===== src/rtl/qdz_pkg.sv =====
package qdz_pkg;

  typedef enum logic [1:0] {
    QF_INTRA = 2'b00,
    QF_INTER = 2'b01,
    QF_DC    = 2'b10,
    QF_RECON = 2'b11
  } qfunc_e;

endpackage


===== src/rtl/qdz_fwd.sv =====
module qdz_fwd #(
  parameter int DW      = 32,
  parameter int QW      = 5,
  parameter int LVL_MAX = 127
) (
  input  logic [DW-1:0] coef_i,
  input  logic [QW-1:0] qp_i,
  input  logic          inter_i,
  output logic [DW-1:0] level_o
);

  localparam int MW = DW + 1;

  logic signed [MW-1:0] cx;
  logic [MW-1:0] mag;
  logic [MW-1:0] half;
  logic [MW-1:0] num;
  logic [MW-1:0] divisor;
  logic [MW-1:0] quot;
  logic [MW-1:0] lim;
  logic          neg;

  always_comb begin
    cx      = {coef_i[DW-1], coef_i};
    mag     = (cx < 0) ? MW'(-cx) : MW'(cx);
    half    = MW'(qp_i >> 1);
    if (!inter_i)
      num = mag;
    else if (mag < half)
      num = '0;
    else
      num = mag - half;
    divisor = MW'({qp_i, 1'b0});
    quot    = num / divisor;
    lim     = (quot > MW'(LVL_MAX)) ? MW'(LVL_MAX) : quot;
    neg     = coef_i[DW-1] && (lim != '0);
    level_o = neg ? DW'(-lim) : DW'(lim);
  end

endmodule


===== src/rtl/qdz_dc.sv =====
module qdz_dc #(
  parameter int DW     = 32,
  parameter int STEP   = 8,
  parameter int DC_MIN = 1,
  parameter int DC_MAX = 254
) (
  input  logic [DW-1:0] coef_i,
  output logic [DW-1:0] dc_o
);

  localparam int SH   = $clog2(STEP);
  localparam int HALF = STEP / 2;
  localparam int MW   = DW + 1;

  logic [MW-1:0] sum;
  logic [MW-1:0] q;

  always_comb begin
    sum = {1'b0, coef_i} + MW'(HALF);
    q   = sum >> SH;
    if (coef_i[DW-1] || coef_i == '0 || q < MW'(DC_MIN))
      dc_o = DW'(DC_MIN);
    else if (q > MW'(DC_MAX))
      dc_o = DW'(DC_MAX);
    else
      dc_o = DW'(q);
  end

endmodule


===== src/rtl/qdz_inv.sv =====
module qdz_inv #(
  parameter int DW        = 32,
  parameter int QW        = 5,
  parameter int RECON_MAX = 2047
) (
  input  logic [DW-1:0] level_i,
  input  logic [QW-1:0] qp_i,
  output logic [DW-1:0] recon_o
);

  localparam int MW  = DW + 1;
  localparam int CAP = RECON_MAX + 1;
  localparam int CW  = $clog2(CAP) + 2;
  localparam int PW  = QW + CW + 1;

  logic signed [MW-1:0] lx;
  logic [MW-1:0] mag;
  logic [CW-1:0] mcap;
  logic [CW:0]   odd;
  logic [PW-1:0] prod;
  logic [PW-1:0] adj;
  logic          neg;

  always_comb begin
    lx   = {level_i[DW-1], level_i};
    mag  = (lx < 0) ? MW'(-lx) : MW'(lx);
    mcap = (mag > MW'(CAP)) ? CW'(CAP) : mag[CW-1:0];
    odd  = {mcap, 1'b1};
    prod = PW'(qp_i) * PW'(odd);
    adj  = qp_i[0] ? prod : prod - PW'(1);
    neg  = level_i[DW-1];
    if (level_i == '0)
      recon_o = '0;
    else if (neg)
      recon_o = (adj > PW'(CAP)) ? DW'(-CAP) : DW'(-adj);
    else
      recon_o = (adj > PW'(RECON_MAX)) ? DW'(RECON_MAX) : DW'(adj);
  end

endmodule


===== src/rtl/qdz_unit.sv =====
module qdz_unit
  import qdz_pkg::*;
#(
  parameter int DW        = 32,
  parameter int QW        = 5,
  parameter int LVL_MAX   = 127,
  parameter int DC_STEP   = 8,
  parameter int DC_MIN    = 1,
  parameter int DC_MAX    = 254,
  parameter int RECON_MAX = 2047
) (
  input  logic          clk,
  input  logic          rst,
  input  logic [1:0]    func_i,
  input  logic [DW-1:0] opa_i,
  input  logic [DW-1:0] opb_i,
  output logic [DW-1:0] result_o
);

  localparam int RECON_MIN = -(RECON_MAX + 1);

  qfunc_e        func;
  logic [QW-1:0] qp_raw;
  logic [QW-1:0] qp_eff;
  logic [DW-1:0] fwd_res;
  logic [DW-1:0] dc_res;
  logic [DW-1:0] inv_res;
  logic [DW-1:0] sel_res;

  // QP field 0 would divide by zero; treat it as 1
  always_comb begin
    func   = qfunc_e'(func_i);
    qp_raw = opb_i[QW-1:0];
    qp_eff = (qp_raw == '0) ? QW'(1) : qp_raw;
  end

  qdz_fwd #(.DW(DW), .QW(QW), .LVL_MAX(LVL_MAX)) fwd_i (
    .coef_i (opa_i),
    .qp_i   (qp_eff),
    .inter_i(func == QF_INTER),
    .level_o(fwd_res)
  );

  qdz_dc #(.DW(DW), .STEP(DC_STEP), .DC_MIN(DC_MIN), .DC_MAX(DC_MAX)) dc_i (
    .coef_i(opa_i),
    .dc_o  (dc_res)
  );

  qdz_inv #(.DW(DW), .QW(QW), .RECON_MAX(RECON_MAX)) inv_i (
    .level_i(opa_i),
    .qp_i   (qp_eff),
    .recon_o(inv_res)
  );

  always_comb begin
    unique case (func)
      QF_INTRA, QF_INTER: sel_res = fwd_res;
      QF_DC:              sel_res = dc_res;
      default:            sel_res = inv_res;
    endcase
  end

  // single output register: result due one edge after operands
  always_ff @(posedge clk) begin
    if (rst) result_o <= '0;
    else     result_o <= sel_res;
  end

  a_r1_reset_clears: assert property (@(posedge clk)
    rst |=> (result_o == '0));

  a_r4_level_bound: assert property (@(posedge clk) disable iff (rst)
    (func_i == QF_INTRA || func_i == QF_INTER) |=>
      ($signed(result_o) <= LVL_MAX && $signed(result_o) >= -LVL_MAX));

  a_r2_sign_follows: assert property (@(posedge clk) disable iff (rst)
    ((func_i == QF_INTRA || func_i == QF_INTER) && !opa_i[DW-1]) |=>
      !result_o[DW-1]);

  a_r5_dc_range: assert property (@(posedge clk) disable iff (rst)
    (func_i == QF_DC) |=>
      ($signed(result_o) >= DC_MIN && $signed(result_o) <= DC_MAX));

  a_r6_zero_level: assert property (@(posedge clk) disable iff (rst)
    (func_i == QF_RECON && opa_i == '0) |=> (result_o == '0));

  a_r9_recon_range: assert property (@(posedge clk) disable iff (rst)
    (func_i == QF_RECON) |=>
      ($signed(result_o) >= RECON_MIN && $signed(result_o) <= RECON_MAX));

endmodule


===== config.mk =====
export PLATFORM = sky130hd
export DESIGN_NAME = qdz_unit
export DESIGN_NICKNAME = d
export VERILOG_FILES = /design/src/rtl/qdz_pkg.sv /design/src/rtl/qdz_fwd.sv /design/src/rtl/qdz_dc.sv /design/src/rtl/qdz_inv.sv /design/src/rtl/qdz_unit.sv
export SDC_FILE = /design/constraint.sdc
export NUM_CORES = 1
export LEC_CHECK = 0
export ABC_AREA = 1
export CAP_MARGIN = 20
export CELL_PAD_IN_SITES_DETAIL_PLACEMENT = 1
export CELL_PAD_IN_SITES_GLOBAL_PLACEMENT = 1
export CORE_MARGIN = 2
export CORE_UTILIZATION = 45
export DETAILED_ROUTE_END_ITERATION = 16
export DONT_BUFFER_PORTS = 1
export HOLD_SLACK_MARGIN = 0.12
export PLACE_DENSITY = 0.79
export SKIP_LAST_GASP = 1
export SLEW_MARGIN = 15
export SYNTH_ARGS = -nofsm -noshare
export SYNTH_HDL_FRONTEND = slang
export SYNTH_SLANG_ARGS = --single-unit

===== constraint.sdc =====
create_clock -name clk -period 124.2 [get_ports clk]
set_clock_uncertainty 0.1 [all_clocks]
set_input_delay 6.21 -clock clk [delete_from_list [all_inputs] [get_ports clk]]
set_output_delay 6.21 -clock clk [all_outputs]
set_load 0.02 [all_outputs]

* Yosys cells after proc, flatten, opt, wreduce, memory -nomap -nowiden
Cells that the tools add are included.
** Word-level totals
- Register bits after elaboration :: 32
- Input port bits :: 68
- Output and inout bits :: 32
- Logic and storage cells :: 42
** Cells by class
- $add $sub $neg :: 6
- Multiply operators :: 1
- Divide/modulo/power cells :: 1
- Magnitude comparators :: 8
- Eq/ne operators :: 2
- Multiplexer cells :: 15
- Reductions and logical operators :: 8
** Operators by type and width (count)
- two-way mux 33 bit :: 4
- two-way mux 32 bit :: 4
- one-hot mux 32 bit (2 select lines) :: 1
- two-way mux 30 bit :: 2
- two-way mux 19 bit :: 2
- adder 32 x 3 -> 33 bit, second input constant :: 1
- divider 33 x 6 -> 33 bit :: 1
- > comparator 33 x 12 -> 1 bit, second input constant :: 1
- > comparator 33 x 7 -> 1 bit, second input constant :: 1
- < comparator 33 x 4 -> 1 bit :: 1
- negation 32 -> 33 bit :: 1
- nonzero test 33 bit :: 1
- subtractor 33 x 4 -> 33 bit :: 1
- logical NOT 32 bit :: 1
- < comparator 32 x 1 -> 1 bit, second input constant :: 1
- negation 19 -> 32 bit :: 1
- negation 32 bit :: 1
- > comparator 30 x 8 -> 1 bit, second input constant :: 1
- < comparator 30 x 1 -> 1 bit, second input constant :: 1
- > comparator 19 x 11 -> 1 bit, second input constant :: 1
- > comparator 19 x 12 -> 1 bit, second input constant :: 1
- multiplier 5 x 14 -> 19 bit :: 1
- subtractor 19 x 1 -> 19 bit, second input constant :: 1
- two-way mux 13 bit :: 1
- 8 further kinds :: 9

* Depth between registers and ports, before layout
- Depth in word-level cells :: 12
- Gate-level depth with buffers :: 438
- Gate-level depth less buffers :: 409

* Cells and area by module
From an unflattened synthesis, not the netlist that was laid out.
** Unflattened totals
- Cell total of the unflattened synthesis :: 6444
- Area total of the unflattened synthesis :: 36452.5 um2
** Modules (own cells, without submodules)
- qdz_fwd :: instances 1, cells an instance 5003, area an instance 28200.8 um2
- qdz_inv :: instances 1, cells an instance 876, area an instance 4863.4 um2
- qdz_unit :: instances 1, cells an instance 255, area an instance 1905.6 um2
- qdz_dc :: instances 1, cells an instance 310, area an instance 1482.7 um2

* Least setup slack after synthesis
OpenSTA, ideal clock, no wires.
- Path kind :: input to register
- Start point :: input port opa_i[31]
- End point :: register result_o[26]
- Data arrival time :: 61.939 ns
- Data required time :: 123.964 ns
- Slack :: 62.025 ns
- Cell stages on the path :: 414
- Path through :: buf_6 > inv_1 > clkbuf_1 > nor2_1 > nand2_1 > nand2_1 > ha_1 > a21oi_1 > o21ai_0 > nand3_1 > nand3_2 > nor4_2 > nand2_1 > nand2_1 > nor2_1 > ha_1 > o21ai_0 > nand2_2 > (+378 left out) > nand2_1 > or2_1 > nand3_1 > nand2_1 > nor2_2 > nand3_2 > nor2_4 > nand3_2 > inv_1 > ha_1 > nand3_1 > nor3_1 > a21oi_1 > inv_1 > nor2_1 > inv_1 > clkbuf_1 > a21oi_1
** Between the ends
- Word-level cells in the longest chain between the ends :: 12
- Elaborated cells on any way between the ends :: 33
- Those cells by class :: 6 x add/sub; 1 x mul; 1 x div; 7 x order compare; 13 x mux; 5 x reduce/logical
** Ends and longest elaborated chain
- start: declaration :: line qdz_unit.sv:15 : input logic [DW-1:0] opa_i,
- parallel branches: the longest is 11 deep, another holds negation 32 -> 33 bit
- one-hot mux 32 bit (2 select lines) * :: line qdz_unit.sv:56 : unique case (func)
- end signal: assignment :: line qdz_unit.sv:66 : else result_o <= sel_res;
- end: declaration :: line qdz_unit.sv:17 : output logic [DW-1:0] result_o
Every way passes the cells marked *.
A chain may end at the register's enable or synchronous reset.

* Final worst setup path
- Start point :: input port opa_i[31]
- End point :: register result_o[9]
** Between the ends
- Word-level cells in the longest chain between the ends :: 12
- Elaborated cells on any way between the ends :: 35
- Those cells by class :: 6 x add/sub; 1 x mul; 1 x div; 8 x order compare; 14 x mux; 5 x reduce/logical
** Ends and longest elaborated chain (line)
- parallel branches: the longest is 11 deep, another holds negation 32 -> 33 bit
- one-hot mux 32 bit (2 select lines) * :: qdz_unit.sv:56
Marks and branches as above.

==> flow_summary.json <==
{
  "synthDominantCellAreaShare_pct": 17.3,
  "fin_crit_sh_pct": 61.4,
  "syn_to_final_growth_pct": 1.79,
  "grt_pass1_wl_um": 176000,
  "holdPathStages": 1,
  "drive_gt1_share_pct": 15.8,
  "cts_tree": "built",
  "status": "complete, no violations",
  "gr-usage-all-layers_pct": 28.2,
  "ys_types": 80,
  "rsz0062_at_grt": "false",
  "antenna_found_initial": 0,
  "yosys_warnings": 0,
  "placed_cell_area_um2": 32500,
  "finalWirelength_um": 106000,
  "yosysSeqAreaShare_pct": 2.00,
  "synthTopCellsByCount": "nand2_1 (1477), inv_1 (823), nor2_1 (614)",
  "root_buffer": "clkbuf_16",
  "crit_slowest_cell": "o21ai_0",
  "numCtsBuffers": 5,
  "antenna_cells_inserted": 0,
  "die_y_um": 271,
  "tns_ns": 0,
  "fmax_mhz": 13.1,
  "worstPathRequired_ns": 124.22,
  "synthArstFlopShare_pct": 0,
  "n_fill_cell": 10200,
  "vias": 35400,
  "crit_top_cell": "nand2_1",
  "tightest_slew_ns": 0.978,
  "period_minus_slack_ns": 76.28,
  "die_w_um": 271,
  "synthesis.area_um2": 32100,
  "dieArea_um2": 73500,
  "drtAntennaViolNets": 0,
  "ys.flop_type": "dfxtp_1",
  "nNetsFinal": 5853,
  "initial_core_util_pct": 45.7,
  "drv_slew": 0,
  "vias_per_cell": 5.44,
  "ios": 100,
  "synth_edf_count": 0,
  "slowest_delay_ns": 0.61,
  "post_cts.repair.setup_buffers": 0,
  "biggestRegsByFlops": "result_o x32",
  "layout.area.seq_um2": 641,
  "cts_hold_buf": 0,
  "synthTopCellsByArea": "nand2_1 (17%), inv_1 (9.6%), nand3_1 (7.7%)",
  "maxCapViolCount": 0,
  "regMostFlops": "result_o",
  "drtIter0Drc": 1806,
  "firstDrtPassIters": 5,
  "hold_viol": 0,
  "grt_overflow_total": 0,
  "crit_type": "in2reg",
  "cts-resized-gates": 0,
  "multi_input_area_um2": 27000,
  "yosysMostFrequentCell": "nand2_1",
  "min_to": "result_o[7]",
  "syn_area_per_cell_um2": 5.70,
  "grt_max_degree": 59,
  "cp.arrival_ns": 76.30,
  "cp_max_fo": 58,
  "largest_reg_flops": 32,
  "core_area_um2": 70300,
  "synth-seq-cells": 32,
  "critPathCaptureType": "flop",
  "path_delay_family": "simple AND/OR/NAND/NOR gates",
  "synthCells": 5625,
  "remaining_drc_errors": 0,
  "cts-htree-levels": 2,
  "io_buffers": 0,
  "rows": 97,
  "fin_area_um2": 32700,
  "gp_congestion": 0.929,
  "startpoint_type": "primary input",
  "hp-start": "rst",
  "place_hpwl_um": 91700,
  "relSlewSlack_pct": 34.6,
  "avgRoutedWirePerCell_um": 16.4,
  "timing.critical_path.buf_inv": 55,
  "clock-sinks": 32,
  "hold_class": "in2reg",
  "clock_path_buffers": 2,
  "synth_area_leader_cell": "nand2_1",
  "path_clk_slew_ns": 0.05,
  "setup_viol": 0,
  "grt_pass1_vias": 35200
}
-- cell type report --
cell class | instances | area share [%]
Timing Repair Buffer | 10 | 0.230
Tap cell | 940 | 3.60
Multi-Input combinational cell | 4575 | 82.6
Clock buffer | 7 | 0.467
Clock inverter | 1 | 0.0919
Inverter | 938 | 11.1
Sequential cell | 32 | 1.96
-- placed cells by master, fill, tap and decap left out, drive strengths merged, types with 8 or more instances in the layout --
master	instances
ha	186
o211ai	9
a21oi	166
nand2	1769
o21ai	254
nor4	15
clkinv	35
nand4	209
a21o	13
a31oi	17
xnor2	65
inv	900
buf	10
nand3b	46
and2	8
fa	37
o21bai	26
dfxtp	32
nor2	791
nor3	70
xor2	124
or2	27
nand3	698
o31ai	9
-- kinds of logic (layout without fill, tap and decap cells) --
| family | Yosys count | count (layout) | share of synthesized area [%] |
|---|---|---|---|
| adder cells (fa/ha/maj) | 223 | 223 | 9.56 |
| XOR/XNOR | 189 | 189 | 5.21 |
| other | 2 | 5 | 0.0234 |
| AO/OA/AOI/OAI | 519 | 519 | 9.39 |
| flip-flops | 32 | 32 | 2.00 |
| buffers and inverters | 1021 | 956 | 14.0 |
| AND/OR/NAND/NOR | 3639 | 3639 | 59.8 |
-- metrics by stage --
stage	instances	setup WS, ns	utilization [%]	hold WS (ns)
floorplan	5628	62.02	-	6.18
global placement	6495	49.77	46.2	6.18
detailed placement	6495	48.09	46.2	6.18
CTS	6503	47.98	46.5	5.89
global route	6503	39.98	46.5	5.88
finish	6503	47.92	46.5	5.90
-- worst max-delay path by stage --
stage	from	end	slack, ns	cells after the start
5_1_grt	opa_i[31]	result_o[9]	39.98	388
3_3_place_gp	opa_i[31]	result_o[9]	49.77	377
4_1_cts	opa_i[31]	result_o[25]	47.98	379
2_1_floorplan	opa_i[31]	result_o[26]	62.02	414
6_report	opa_i[31]	result_o[9]	47.92	375
3_5_place_dp	opa_i[31]	result_o[25]	48.09	381
-- per-layer routing --
| metal | GRT usage, % | vias to the layer above | wire, um |
|---|---|---|---|
| li1 | - | 17900 | - |
| met1 | 37.8 | 16900 | 50500 |
| met2 | 51.2 | 487 | 51700 |
| met3 | 1.12 | 78 | 2890 |
| met4 | 3.42 | 0 | 1430 |
| met5 | 0 | - | 0 |
Power is not shown: default switching activity piles up to over one toggle a cycle in this logic, so the estimate is an artifact.
